[config.mk]
export PLATFORM = sky130hd
export DESIGN_NAME = flash_fetch_ctrl
export DESIGN_NICKNAME = d
export VERILOG_FILES = /design/src/rtl/fetch_pkg.sv /design/src/rtl/fetch_access_timer.sv /design/src/rtl/fetch_line_store.sv /design/src/rtl/fetch_lane_pick.sv /design/src/rtl/flash_fetch_ctrl.sv
export SDC_FILE = /design/constraint.sdc
export NUM_CORES = 1
export LEC_CHECK = 0
export BUFFER_PORTS_ARGS = -buffer_cell sky130_fd_sc_hd__buf_2
export CELL_PAD_IN_SITES_DETAIL_PLACEMENT = 0
export CELL_PAD_IN_SITES_GLOBAL_PLACEMENT = 1
export CORE_MARGIN = 1.5
export CORE_UTILIZATION = 40
export DETAILED_ROUTE_END_ITERATION = 7
export HOLD_SLACK_MARGIN = 0.15
export PLACE_DENSITY_LB_ADDON = 0.15
export SYNTH_ARGS = -nofsm -noshare
export SYNTH_HDL_FRONTEND = slang
export SYNTH_SLANG_ARGS = --single-unit
[constraint.sdc]
create_clock -name clk -period 8.45 [get_ports clk]
set_clock_uncertainty 0.15 [all_clocks]
set_input_delay 2.1125 -clock clk [delete_from_list [all_inputs] [get_ports clk]]
set_output_delay 2.1125 -clock clk [all_outputs]
set_load 0.05 [all_outputs]
[src/rtl/fetch_pkg.sv]
// Shared types for the flash fetch controller.
package fetch_pkg;

    // Read width code presented on the processor side.
    typedef enum logic [1:0] {
        SZ_BYTE = 2'd0,
        SZ_HALF = 2'd1,
        SZ_WORD = 2'd2
    } fetch_size_e;

endpackage

[src/rtl/fetch_access_timer.sv]
// Flash access sequencer.
// Starts one access on 'start', lasts 1+ws cycles, and raises 'cap' in the
// last cycle so the word on the flash bus can be stored.
// Assumes: a new start abandons any access in progress; ws is sampled only on start.
module fetch_access_timer #(
    parameter int WORD_AW = 10,
    parameter int WS_W    = 2
) (
    input  logic               clk,
    input  logic               rst_n,
    input  logic               start,
    input  logic [WORD_AW-1:0] start_word,
    input  logic [WS_W-1:0]    ws,
    output logic               busy,
    output logic [WORD_AW-1:0] cur_word,
    output logic               cap,
    output logic [WORD_AW-1:0] cap_word,
    output logic               fl_rd
);

    logic               busy_q;
    logic [WS_W-1:0]    left_q;
    logic [WORD_AW-1:0] word_q;

    // Track the remaining wait cycles of the access in progress.
    always_ff @(posedge clk) begin
        if (!rst_n) begin
            busy_q <= 1'b0;
            left_q <= '0;
            word_q <= '0;
        end else if (start) begin
            word_q <= start_word;
            busy_q <= (ws != '0);
            left_q <= (ws == '0) ? '0 : ws - WS_W'(1);
        end else if (busy_q) begin
            if (left_q == '0) begin
                busy_q <= 1'b0;
            end else begin
                left_q <= left_q - WS_W'(1);
            end
        end
    end

    // Drive the flash port and flag the final cycle of the access.
    always_comb begin
        cap_word = start ? start_word : word_q;
        fl_rd    = start || busy_q;
        cap      = (start && (ws == '0)) || (busy_q && (left_q == '0) && !start);
    end

    assign busy     = busy_q;
    assign cur_word = word_q;

endmodule

[src/rtl/fetch_line_store.sv]
// Two 32-bit line buffers, one per word-index parity.
// Consecutive words never evict each other, so a read-ahead keeps the current word.
// Assumes: a capture overrides a flush for the slot it writes.
module fetch_line_store #(
    parameter int WORD_AW = 10,
    parameter int DATA_W  = 32
) (
    input  logic               clk,
    input  logic               rst_n,
    input  logic               flush,
    input  logic               cap,
    input  logic [WORD_AW-1:0] cap_word,
    input  logic [DATA_W-1:0]  cap_data,
    input  logic [WORD_AW-1:0] look_word,
    input  logic [WORD_AW-1:0] next_word,
    output logic               hit,
    output logic [DATA_W-1:0]  hit_data,
    output logic               next_held
);

    localparam int NUM_SLOTS = 2;

    logic [NUM_SLOTS-1:0] slot_valid;
    logic [WORD_AW-1:0]   slot_tag  [NUM_SLOTS];
    logic [DATA_W-1:0]    slot_data [NUM_SLOTS];

    for (genvar g = 0; g < NUM_SLOTS; g++) begin : g_slot
        logic               valid_q;
        logic [WORD_AW-1:0] tag_q;
        logic [DATA_W-1:0]  data_q;

        // Fill this slot on a capture of its parity, clear it on a flush.
        always_ff @(posedge clk) begin
            if (!rst_n) begin
                valid_q <= 1'b0;
                tag_q   <= '0;
                data_q  <= '0;
            end else if (cap && (cap_word[0] == 1'(g))) begin
                valid_q <= 1'b1;
                tag_q   <= cap_word;
                data_q  <= cap_data;
            end else if (flush) begin
                valid_q <= 1'b0;
            end
        end

        assign slot_valid[g] = valid_q;
        assign slot_tag[g]   = tag_q;
        assign slot_data[g]  = data_q;
    end

    // Look up the requested word and its successor.
    always_comb begin
        hit       = slot_valid[look_word[0]] && (slot_tag[look_word[0]] == look_word);
        hit_data  = slot_data[look_word[0]];
        next_held = slot_valid[next_word[0]] && (slot_tag[next_word[0]] == next_word);
    end

endmodule

[src/rtl/fetch_lane_pick.sv]
// Selects the byte or halfword lane of a word, little-endian, and zero-extends it.
// Assumes: word reads ignore the low address bits.
module fetch_lane_pick
    import fetch_pkg::*;
#(
    parameter int DATA_W = 32
) (
    input  logic [DATA_W-1:0] word_in,
    input  logic [1:0]        byte_off,
    input  fetch_size_e       size_in,
    output logic [DATA_W-1:0] data_out
);

    // Shift the selected lane down and mask it to its width.
    always_comb begin
        case (size_in)
            SZ_BYTE: data_out = DATA_W'(word_in[8*byte_off +: 8]);
            SZ_HALF: data_out = DATA_W'(word_in[16*byte_off[1] +: 16]);
            default: data_out = word_in;
        endcase
    end

endmodule

[src/rtl/flash_fetch_ctrl.sv]
// Flash read controller with a two-word buffer and code read-ahead.
// Buffer hits answer in the same cycle. Misses start a 1+wait_cfg cycle access.
// A 16-bit code fetch of the upper half of a buffered word starts the next word's access.
// Assumes: the requester holds req and its fields until rdy; the flash returns
// the word for fl_addr combinationally while it is held.
module flash_fetch_ctrl
    import fetch_pkg::*;
#(
    parameter int ADDR_W   = 32,
    parameter int FLASH_AW = 10,
    parameter int WS_W     = 2
) (
    input  logic                clk,
    input  logic                rst_n,
    input  logic [WS_W-1:0]     wait_cfg,
    input  logic                req,
    input  logic [ADDR_W-1:0]   addr,
    input  logic [1:0]          size,
    input  logic                is_code,
    output logic                rdy,
    output logic [31:0]         rdata,
    output logic                fl_rd,
    output logic [FLASH_AW-1:0] fl_addr,
    input  logic [31:0]         fl_rdata
);

    localparam int DATA_W  = 32;
    localparam int BYTE_AW = FLASH_AW + 2;

    fetch_size_e         size_e;
    logic [FLASH_AW-1:0] req_word;
    logic [FLASH_AW-1:0] next_word;
    logic [FLASH_AW-1:0] start_word;
    logic [FLASH_AW-1:0] cur_word;
    logic [FLASH_AW-1:0] cap_word;
    logic                hit;
    logic                next_held;
    logic                busy;
    logic                cap;
    logic                wait_same;
    logic                miss_start;
    logic                ahead_start;
    logic                start;
    logic [DATA_W-1:0]   hit_data;
    logic                unused_addr_hi;

    // Decode the request: alias the window onto the flash and find the successor.
    always_comb begin
        size_e         = fetch_size_e'(size);
        req_word       = addr[BYTE_AW-1:2];
        next_word      = req_word + FLASH_AW'(1);
        unused_addr_hi = ^addr[ADDR_W-1:BYTE_AW];
    end

    // Choose between a demand access, a read-ahead, or waiting on the access in progress.
    always_comb begin
        wait_same   = busy && (cur_word == req_word);
        miss_start  = req && !hit && !wait_same;
        ahead_start = req && hit && is_code && (size_e == SZ_HALF) && addr[1]
                      && !busy && !next_held;
        start       = miss_start || ahead_start;
        start_word  = miss_start ? req_word : next_word;
    end

    fetch_access_timer #(
        .WORD_AW (FLASH_AW),
        .WS_W    (WS_W)
    ) u_timer (
        .clk        (clk),
        .rst_n      (rst_n),
        .start      (start),
        .start_word (start_word),
        .ws         (wait_cfg),
        .busy       (busy),
        .cur_word   (cur_word),
        .cap        (cap),
        .cap_word   (cap_word),
        .fl_rd      (fl_rd)
    );

    fetch_line_store #(
        .WORD_AW (FLASH_AW),
        .DATA_W  (DATA_W)
    ) u_store (
        .clk       (clk),
        .rst_n     (rst_n),
        .flush     (miss_start),
        .cap       (cap),
        .cap_word  (cap_word),
        .cap_data  (fl_rdata),
        .look_word (req_word),
        .next_word (next_word),
        .hit       (hit),
        .hit_data  (hit_data),
        .next_held (next_held)
    );

    fetch_lane_pick #(
        .DATA_W (DATA_W)
    ) u_pick (
        .word_in  (hit_data),
        .byte_off (addr[1:0]),
        .size_in  (size_e),
        .data_out (rdata)
    );

    // Answer on a buffer hit and expose the access word on the flash port.
    always_comb begin
        rdy     = req && hit;
        fl_addr = cap_word;
    end

endmodule

Word level (Yosys, flattened, before mapping)
Cells that the tools add are included.
{"block": "op_classes", "n_addsub": 3, "n_lt_le_gt_ge": 4, "eq_ne": 5, "shifts": 2, "mux": 26, "n_bitwise": 3, "reduce_logical": 32}
{"op": "32-bit two-way mux", "count": 3}
{"op": "10-bit two-way mux", "count": 8}
{"op": "32-bit one-hot mux with 2 select lines", "count": 1}
{"op": "32-bit by 6-bit variable part select with 16-bit output", "count": 1}
{"op": "32-bit by 6-bit variable part select with 8-bit output", "count": 1}
{"op": "10-bit == test", "count": 3}
{"op": "1-bit logical AND", "count": 16}
{"op": "10-bit by 1-bit adder with 10-bit output (second input constant)", "count": 1}
{"op": "1-bit two-way mux", "count": 10}
{"op": "2-bit two-way mux", "count": 4}
{"op": "2-bit nonzero test", "count": 4}
{"op": "2-bit logical NOT", "count": 3}
{"op": "1-bit logical NOT", "count": 5}
{"op": "2-bit >= comparator (second input constant)", "count": 2}
{"op": "1-bit by 2-bit less-than comparator with 1-bit output (second input constant)", "count": 2}
{"op": "1-bit NOT with 2-bit output", "count": 2}
{"op": "2-bit by 1-bit subtractor with 2-bit output (second input constant)", "count": 2}
{"op": "1-bit logical OR", "count": 3}
{"op": "2-bit by 1-bit == test with 1-bit output (second input constant)", "count": 1}
{"op": "2-bit by 1-bit inequality test with 1-bit output (second input constant)", "count": 1}
{"op": "2-bit AND reduction", "count": 1}
{"op": "1-bit NOT", "count": 1}
{"block": "totals", "register_bits": 99, "elab_cells": 84}

Logic depth before layout (Yosys ltp)
Gate-level depths: netlist of the first run.
{"block": "logic_depth", "depth_word": 18, "ltp_mapped": 13, "mapped_depth_nobuf": 9}

Hierarchy
A second synthesis of the first run with hierarchy kept.
{"block": "unflattened", "cells_unflattened": 641, "hier_area_um2": 5566.6}
{"mod": "fetch_line_store", "instances": 1, "cells_each": 455, "area_each_um2": 3951.3, "seq_area_each_um2": 1721.7}
{"mod": "fetch_access_timer", "instances": 1, "cells_each": 54, "area_each_um2": 594.3, "seq_area_each_um2": 260.2}
{"mod": "flash_fetch_ctrl", "instances": 1, "cells_each": 64, "area_each_um2": 535.5, "seq_area_each_um2": 0.0}
{"mod": "fetch_lane_pick", "instances": 1, "cells_each": 68, "area_each_um2": 485.5, "seq_area_each_um2": 0.0}

Least setup slack after synthesis of the first run
OpenSTA, ideal clock, no wires.
{"block": "synth_path", "path_kind": "input to output", "from": "input port addr[2]", "to": "output port fl_addr[2]", "arrival_time_ns": 4.625, "slack_ns": 1.562, "stages": 11, "n_path_buf": 3, "path_cell_list": "buf_6 buf_6 mux2i_1 xnor2_1 nor4_1 and4_1 o311ai_2 buf_4 and3_1 a211oi_2 inv_1"}
{"block": "synth_via", "elab_chain_cells": 14, "word_cells_on_any_way": 33, "cone_classes": "add/sub (1); eq/ne (3); mux (12); bitwise (2); reduce/logical (15)"}
{"element": "from (decl)", "line_no": "flash_fetch_ctrl.sv:17", "text": "input logic [ADDR_W-1:0] addr,"}
{"element": "1-bit NOT with 2-bit output (implied by the code)", "line_no": "fetch_line_store.sv:54", "text": "hit = slot_valid[look_word[0]] && (slot_tag[look_word[0]] == look_word);"}
{"element": "10-bit two-way mux (implied by the code) (3 in series)", "line_no": "fetch_line_store.sv:54"}
{"element": "10-bit == test", "line_no": "fetch_line_store.sv:54"}
{"element": "1-bit logical AND *", "line_no": "fetch_line_store.sv:54"}
{"element": "1-bit logical AND *"}
{"element": "named net rdy", "line_no": "flash_fetch_ctrl.sv:20", "text": "output logic rdy,"}
{"element": "1-bit logical AND * (3 in series)", "line_no": "flash_fetch_ctrl.sv:59", "text": "ahead_start = req && hit && is_code && (size_e == SZ_HALF) && addr[1]"}
{"element": "1-bit logical AND * (2 in series)", "line_no": "flash_fetch_ctrl.sv:60", "text": "&& !busy && !next_held;"}
{"element": "1-bit logical OR *", "line_no": "flash_fetch_ctrl.sv:61", "text": "start = miss_start || ahead_start;"}
{"element": "10-bit two-way mux *", "line_no": "fetch_access_timer.sv:46", "text": "cap_word = start ? start_word : word_q;"}
{"element": "to (decl)", "line_no": "flash_fetch_ctrl.sv:23", "text": "output logic [FLASH_AW-1:0] fl_addr,"}
Mark *: on every way through the listed nets, which the timed path passes. The rest lies on a longest branch. The select of a mux whose other input is x is not followed.

Final worst setup path of the first run
{"block": "layout_path", "from": "input port addr[2]", "to": "output port fl_addr[7]"}
{"block": "layout_via", "elab_chain_cells": 14, "word_cells_on_any_way": 33, "cone_classes": "add/sub (1); eq/ne (3); mux (12); bitwise (2); reduce/logical (15)"}
{"element": "branches (longest 13 deep; another with 10-bit by 1-bit adder with 10-bit output)"}
{"element": "10-bit two-way mux *", "line_no": "fetch_access_timer.sv:46"}
Mark *: on every way between the ends. The select of a mux whose other input is x is not followed.

==> results of run 1 <==
power groups by stage:
stage	registers [mW]	logic (mW)	clock network (mW)
global placement	0.507	0.217	0
CTS	0.498	0.220	0.465
finish	0.498	0.218	0.455
floorplan	0.505	0.165	0
detailed placement	0.508	0.219	0
global route	0.500	0.236	0.482
cells by family after synthesis:
logic type | Yosys count | share of synthesized area [%]
buffers and inverters | 65 | 5.46
DFF | 99 | 34.7
and+or+nand+nor | 242 | 20.0
adders and majority gates | 2 | 0.439
xor gates and xnor gates | 33 | 5.07
muxes | 107 | 20.8
AOI/OAI and AO/OA | 117 | 13.5
flip-flops by register name, summed over array words and instances, names as in the netlist:
register	count
u_store.g_slot.tag_q	20
u_timer.left_q	2
u_timer.busy	1
u_timer.cur_word	10
u_store.g_slot.data_q	64
u_store.g_slot.valid_q	2
path summary, 6_finish.rpt:
path / startpoint / end
max: addr[2] / fl_addr[7]
min: u_store.g_slot[0].data_q[5] / u_store.g_slot[0].data_q[5]
max reg2reg: u_store.g_slot[0].tag_q[9] / u_store.g_slot[0].data_q[22]
min reg2reg: u_store.g_slot[0].data_q[5] / u_store.g_slot[0].data_q[5]
cells in the mapped netlist (all sizes together), types with 4 or more instances:
cell    count
a21oi      50
mux2        9
nor2       89
nor3        7
nor2b      20
dfxtp      99
o21ai      26
inv        12
and2        4
buf        21
o211ai      6
clkbuf     32
mux2i      90
nand4       5
and3       13
nand2      55
mux4        8
a211oi      7
nor4        4
or3         4
a22o        8
xnor2      30
nand3      25
per-stage QoR:
step	hold WS (ns)	setup slack [ns]	instance area [µm²]	util [%]	power, mW
floorplan	0.281	1.56	5700	-	0.670
detailed placement	0.297	0.997	6230	44.9	0.728
CTS	0.307	0.986	6560	47.3	1.18
global route	0.314	0.799	6560	47.3	1.22
global placement	0.287	1.07	6230	44.9	0.724
finish	0.305	0.986	6560	47.3	1.17
worst reg2reg max path: stages, from the launching register on:
cell and delay, ns:
dfxtp_1 0.35, mux2i_1 0.09, xnor2_1 0.22, nor4_1 0.39
nand4_1 0.22, a311oi_1 0.51, or3b_2 0.75, buf_4 0.41
mux2i_1 0.23, nor2_1 0.05
per-layer routing:
layer	share of wire, %	routed length (µm)
met2	47	7570
met5	0.056	9
met4	2.1	337
met1	46	7400
met3	4.4	710
final cells by class:
class | instances | area [µm²] | area share, %
inverters | 12 | 45.0 | 0.687
well taps | 180 | 225 | 3.43
repair buffers | 105 | 553 | 8.43
clock buffers | 11 | 243 | 3.70
multi-input cells | 501 | 3430 | 52.3
clock inverters | 5 | 83.8 | 1.28
flip-flops and latches | 99 | 1980 | 30.2
==> run_results.csv, run 1 <==
group,metric,value,unit
pwr,share_seq_of_total_power,42.5,%
pwr,clock_power_share,38.8,%
global_route,global_route.peak_usage_layer,"met2",
floorplan,fp.dieArea,15000,µm²
timing,final_max_slew_viol_count,0,
worst_hold_path,worst_hold_path.num_cells,2,
critical_path,cp_cell_instances,"buf_4 > ha_1 > xor2_1 > xnor2_1 > a2111oi_4 > nand4_1 > o311ai_2 > buf_4 > a21oi_1 > a211oi_2 > inv_1 > buf_2",
floorplan,io-pin-count,116,
clock_network,hold_buffers_post_cts,0,
clock_network,clk_transition_reported_paths,0.07,ns
route,first_iter_violations,318,
cells_and_area,design.final.nets,802,
timing,timing.final.setup_violations,0,
yosys,yosys_warnings,0,
clock_network,post_cts_resized,0,
yosys,syn-instance-count,665,
pwr,power_density,179,nW/µm²
timing,layout_worst_path_cycle_share,88.3,%
critical_path,worstPathMaxFanout,42,
global_route,vias_in_the_first_global_route,4844,
yosys,synth.top_cell.area_share,34.7,%
critical_path,rr_worst_depth,9,
timing,max_clock_freq,0.134,GHz
critical_path,crit_required,6.19,ns
cells_and_area,drive_above_1_share,21.6,%
timing,timing.final.crit_period,7.46,ns
clock_network,htree_levels,3,
cells_and_area,finish.cell_count_without_fillers,913,
yosys,synth_nets,739,
cells_and_area,layout.cells.most_common_list,"99 x dfxtp_1, 94 x buf_2, 89 x mux2i_1, 89 x nor2_1, 55 x nand2_1",
pwr,total_leakage_power,2.84,nW
yosys,number_of_enable_flip_flop_cells_after_synthesis,0,
clock_network,cts_buffers,9,
clock_network,post_cts.repair.setup_buffers,0,
floorplan,die-height,122,µm
yosys,cell_area_after_technology_mapping,5700,µm²
clock_network,cts_tree,"yes",
timing,rsz_0062_raised_after_global_routing,"no",
placement,place_hpwl,11300,µm
yosys,synthTopCellsByArea,"dfxtp_1 35%, mux2i_1 16%, nor2_1 5.9%",
route,dr.pass1.iters,5,
pwr,internal_power,0.830,mW
critical_path,timing.critical_path.buf_inv,4,
route,routedWlPerCell,17.5,µm
cells_and_area,layout.cells.most_common,"dfxtp_1",
global_route,grt_util_met3,4.04,%
yosys,fraction_of_synthesis_flops_using_an_asynchronous_set_or_reset_pin,0,%
clock_network,clk-insertion-delay-late,0.35,ns
global_route,first_pass_grt_wire_length,25100,µm
placement,numPlacedInstances,897,
critical_path,critical_path_arrival,5.20,ns
floorplan,die_width,122,µm
global_route,use_met2,35.9,%
critical_path,timing.critical_path.to_type,"primary output",
cells_and_area,n_antenna_cell,0,
critical_path,worstSetupPathDepth,12,
critical_path,critical_path.most_common_cell,"buf_4",
run,max-cap-violations,0,
pwr,netSwitchingPower,0.341,mW
clock_network,clock_sink_count,99,
timing,tightest_slew,1.02,ns
route,drc,0,
route,wl,16000,µm
global_route,initial_antenna_violation_count,1,
route,detailroute.via_count,4978,
clock_network,cts-root-buf,"clkbuf_16",
pwr,comb_power_share,18.6,%
route,antenna_left,0,
critical_path,critical_path.top_delay_family,"buffers and inverters",
yosys,seq_area_frac_synth,34.7,%
cells_and_area,filler_cell_count,1379,
pwr,worst_ir_drop_vdd,0.0920,mV
timing,final_number_of_hold_violating_endpoints,0,
yosys,synth.largest_area_cell,"dfxtp_1",
global_route,grt_util_met1,28.4,%
status,run_status,"complete, no violations",
floorplan,placementRows,43,
timing,total_neg_setup_slack,0,ns
timing,max_slew_margin,31.6,%
placement,gp_congestion,0.882,
critical_path,worstSetupStartpointType,"primary input",
critical_path,crit_path_top_delay_cell,"buf_4",
critical_path,worst-r2r-setup-slack,4.94,ns
floorplan,core,13900,µm²
clock_network,clk_path_buf_depth,2,
critical_path,setup.worst_path.class,"in -> out",
placement,buffer_ports.inserted,95,
global_route,grtUsageTotal,21.8,%
yosys,synth-main-ff-cell,"dfxtp_1",
worst_hold_path,holdCritPathClass,"reg -> reg",
floorplan,start_util,41.1,%
cells_and_area,area_growth,15.0,%
yosys,synth.distinct_cells,58,
global_route,grt_max_degree,45,
pwr,netSwitchingFraction,29.1,%
critical_path,critical_path.max_stage_delay,0.50,ns
yosys,ys_ff_latch,99,
route,drt-vias-per-instance,5.45,
global_route,overflow,0,
yosys,synthesis.area_per_instance,8.58,µm²
Power figures use the tool's default switching activity.
==> inputs of run 2 (changes only) <==
--- a/config.mk
+++ b/config.mk
@@ -10,7 +10,9 @@
 export CELL_PAD_IN_SITES_GLOBAL_PLACEMENT = 1
 export CORE_MARGIN = 1.5
 export CORE_UTILIZATION = 40
+export CTS_CLUSTER_DIAMETER = 200
 export DETAILED_ROUTE_END_ITERATION = 7
+export GPL_TIMING_DRIVEN = 0
 export HOLD_SLACK_MARGIN = 0.15
 export PLACE_DENSITY_LB_ADDON = 0.15
 export SYNTH_ARGS = -nofsm -noshare
==> run 2 against run 1 <==
Sequential cell count stayed put. Routed wire length is 11% higher. First-iteration DRC count is 7.5% higher. Sequential power hardly changed. Clock-buffer cell count stayed put. Final area is 1.4% higher. Final cell count is 3.7% higher. Combinational power is 6% higher. Setup slack worse by 0.042 ns. Power is 2.5% lower. Critical path type unchanged. Largest power group unchanged.
==> run_results.csv, run 2 (synthesis gave the netlist of run 1 again) <==
group,metric,value,unit
clock_network,post_cts.repair.setup_buffers,0,
critical_path,crit_path_top_delay_cell,"buf_1",
floorplan,die-height,122,µm
clock_network,htree_levels,3,
route,antenna_left,0,
critical_path,cp_cell_instances,"buf_2 > buf_6 > buf_2 > clkbuf_1 > clkbuf_1 > buf_1 > mux2i_1 > a21oi_1 > buf_2",
run,max-cap-violations,0,
pwr,power_density,172,nW/µm²
cells_and_area,design.final.nets,837,
cells_and_area,n_antenna_cell,0,
global_route,grt_max_degree,17,
status,run_status,"complete, no violations",
pwr,netSwitchingFraction,31.4,%
critical_path,setup.worst_path.class,"in -> out",
timing,max_clock_freq,0.133,GHz
pwr,comb_power_share,20.1,%
route,drt-vias-per-instance,5.50,
route,detailroute.via_count,5213,
pwr,clock_power_share,36.2,%
critical_path,critical_path.max_stage_delay,0.66,ns
global_route,grtUsageTotal,24.4,%
route,routedWlPerCell,18.8,µm
timing,final_max_slew_viol_count,0,
global_route,initial_antenna_violation_count,0,
clock_network,clk_path_buf_depth,2,
critical_path,critical_path_arrival,5.24,ns
timing,timing.final.crit_period,7.51,ns
timing,layout_worst_path_cycle_share,88.8,%
pwr,total_leakage_power,2.86,nW
pwr,internal_power,0.783,mW
critical_path,worstSetupStartpointType,"primary input",
route,drc,0,
clock_network,clock_sink_count,99,
floorplan,placementRows,43,
timing,timing.final.setup_violations,0,
critical_path,worst-r2r-setup-slack,5.36,ns
clock_network,cts-root-buf,"clkbuf_16",
route,wl,17800,µm
route,dr.pass1.iters,5,
critical_path,timing.critical_path.to_type,"primary output",
floorplan,io-pin-count,116,
cells_and_area,largest_register,"u_store.g_slot.data_q",
clock_network,clk-insertion-delay-late,0.36,ns
floorplan,die_width,122,µm
floorplan,core,13900,µm²
worst_hold_path,min_to,"u_store.g_slot[0].data_q[4]",
cells_and_area,area_growth,16.6,%
floorplan,start_util,41.1,%
critical_path,worstReg2RegStart,"u_store.g_slot[1].tag_q[5]",
global_route,vias_in_the_first_global_route,5054,
cells_and_area,layout.cells.most_common_list,"99 x dfxtp_1, 96 x buf_2, 89 x mux2i_1, 89 x nor2_1, 55 x nand2_1",
pwr,netSwitchingPower,0.359,mW
cells_and_area,drive_above_1_share,20.1,%
placement,buffer_ports.inserted,87,
clock_network,cts_tree,"yes",
timing,timing.hold.ws,0.304,ns
critical_path,critical_path.most_common_cell,"buf_2",
clock_network,hold_buffers_post_cts,0,
clock_network,post_cts_resized,0,
clock_network,clk_transition_reported_paths,0.06,ns
placement,place_hpwl,13300,µm
critical_path,crit_required,6.19,ns
cells_and_area,filler_cell_count,1408,
cells_and_area,layout.cells.most_common,"dfxtp_1",
pwr,p_total,1.14,mW
placement,detailedPlace.worstSlack,0.927,ns
floorplan,fp.dieArea,15000,µm²
timing,final_number_of_hold_violating_endpoints,0,
global_route,overflow,0,
worst_hold_path,holdCritPathClass,"reg -> reg",
critical_path,r2r-end,"u_store.g_slot[1].data_q[15]",
timing,max_slew_margin,38.1,%
clock_network,cts_buffers,9,
pwr,share_seq_of_total_power,43.6,%
worst_hold_path,worst_hold_path.num_cells,2,
timing,total_neg_setup_slack,0,ns
pwr,worst_ir_drop_vdd,0.142,mV
placement,gp_congestion,0.864,
timing,timing.final.ws_setup,0.944,ns
timing,tightest_slew,0.929,ns
critical_path,worstPathMaxFanout,10,
global_route,first_pass_grt_wire_length,27400,µm
cells_and_area,largest_register_ffs,64,
route,first_iter_violations,342,
worst_hold_path,hold_start,"u_store.g_slot[0].data_q[4]",
timing,rsz_0062_raised_after_global_routing,"no",
critical_path,rr_worst_depth,11,
[run 2: cell types whose count changed in the layout (fill, tap and decap cells not counted), sizes merged]
| cell | previous run | this run |
|---|---|---|
| clkbuf | 11 | 43 |
| buf | 105 | 108 |
| bufinv | 2 | 0 |
| clkinv | 0 | 2 |
| clkinvlp | 2 | 0 |
| inv | 13 | 14 |
[run 2: metal layers]
metal	track usage, %	part of all wire, %
met4	7.05	1.7
met3	4.93	5.6
met5	0	0
met2	40.9	48
met1	31.7	44
[run 2: area by class of cell]
| class | instances | area (µm²) | share of cell area (%) |
|---|---|---|---|
| flip-flops and latches | 99 | 1980 | 29.8 |
| multi-input cells | 501 | 3410 | 51.3 |
| repair buffers | 87 | 435 | 6.55 |
| inverters | 12 | 45.0 | 0.677 |
| clock inverters | 4 | 33.8 | 0.508 |
| plain buffers | 53 | 267 | 4.01 |
| well taps | 180 | 225 | 3.39 |
| clock buffers | 11 | 253 | 3.80 |
[run 2: worst max-delay path by stage]
stage / startpoint / to / slack, ns
CTS: addr[2] / rdata[1] / 0.94
detailed placement: addr[2] / rdata[1] / 0.93
global route: addr[2] / rdata[1] / 0.78
global placement: addr[2] / rdata[1] / 0.99
finish: addr[2] / rdata[1] / 0.94
floorplan: addr[2] / fl_addr[2] / 1.56
[run 2: metrics by stage]
stage,cells,instance area [µm²],util [%]
finish,947,6650,47.9
global route,947,6650,47.9
CTS,947,6650,47.9
detailed placement,932,6360,45.9
global placement,932,6360,45.9
floorplan,665,5700,-
[run 2: power groups by stage]
stage / combinational [mW] / clock (mW) / sequential [mW]
final: 0.230 / 0.414 / 0.498
after global routing: 0.247 / 0.441 / 0.500
after CTS: 0.231 / 0.421 / 0.498
after detailed placement: 0.229 / 0 / 0.509
after global placement: 0.227 / 0 / 0.508
after floorplan: 0.165 / 0 / 0.505
[run 2: critical path: cells and delay by family]
family                 cells  cell delay, ns
buffers and inverters      7            2.66
muxes                      1            0.23
AOI/OAI and AO/OA          1            0.22
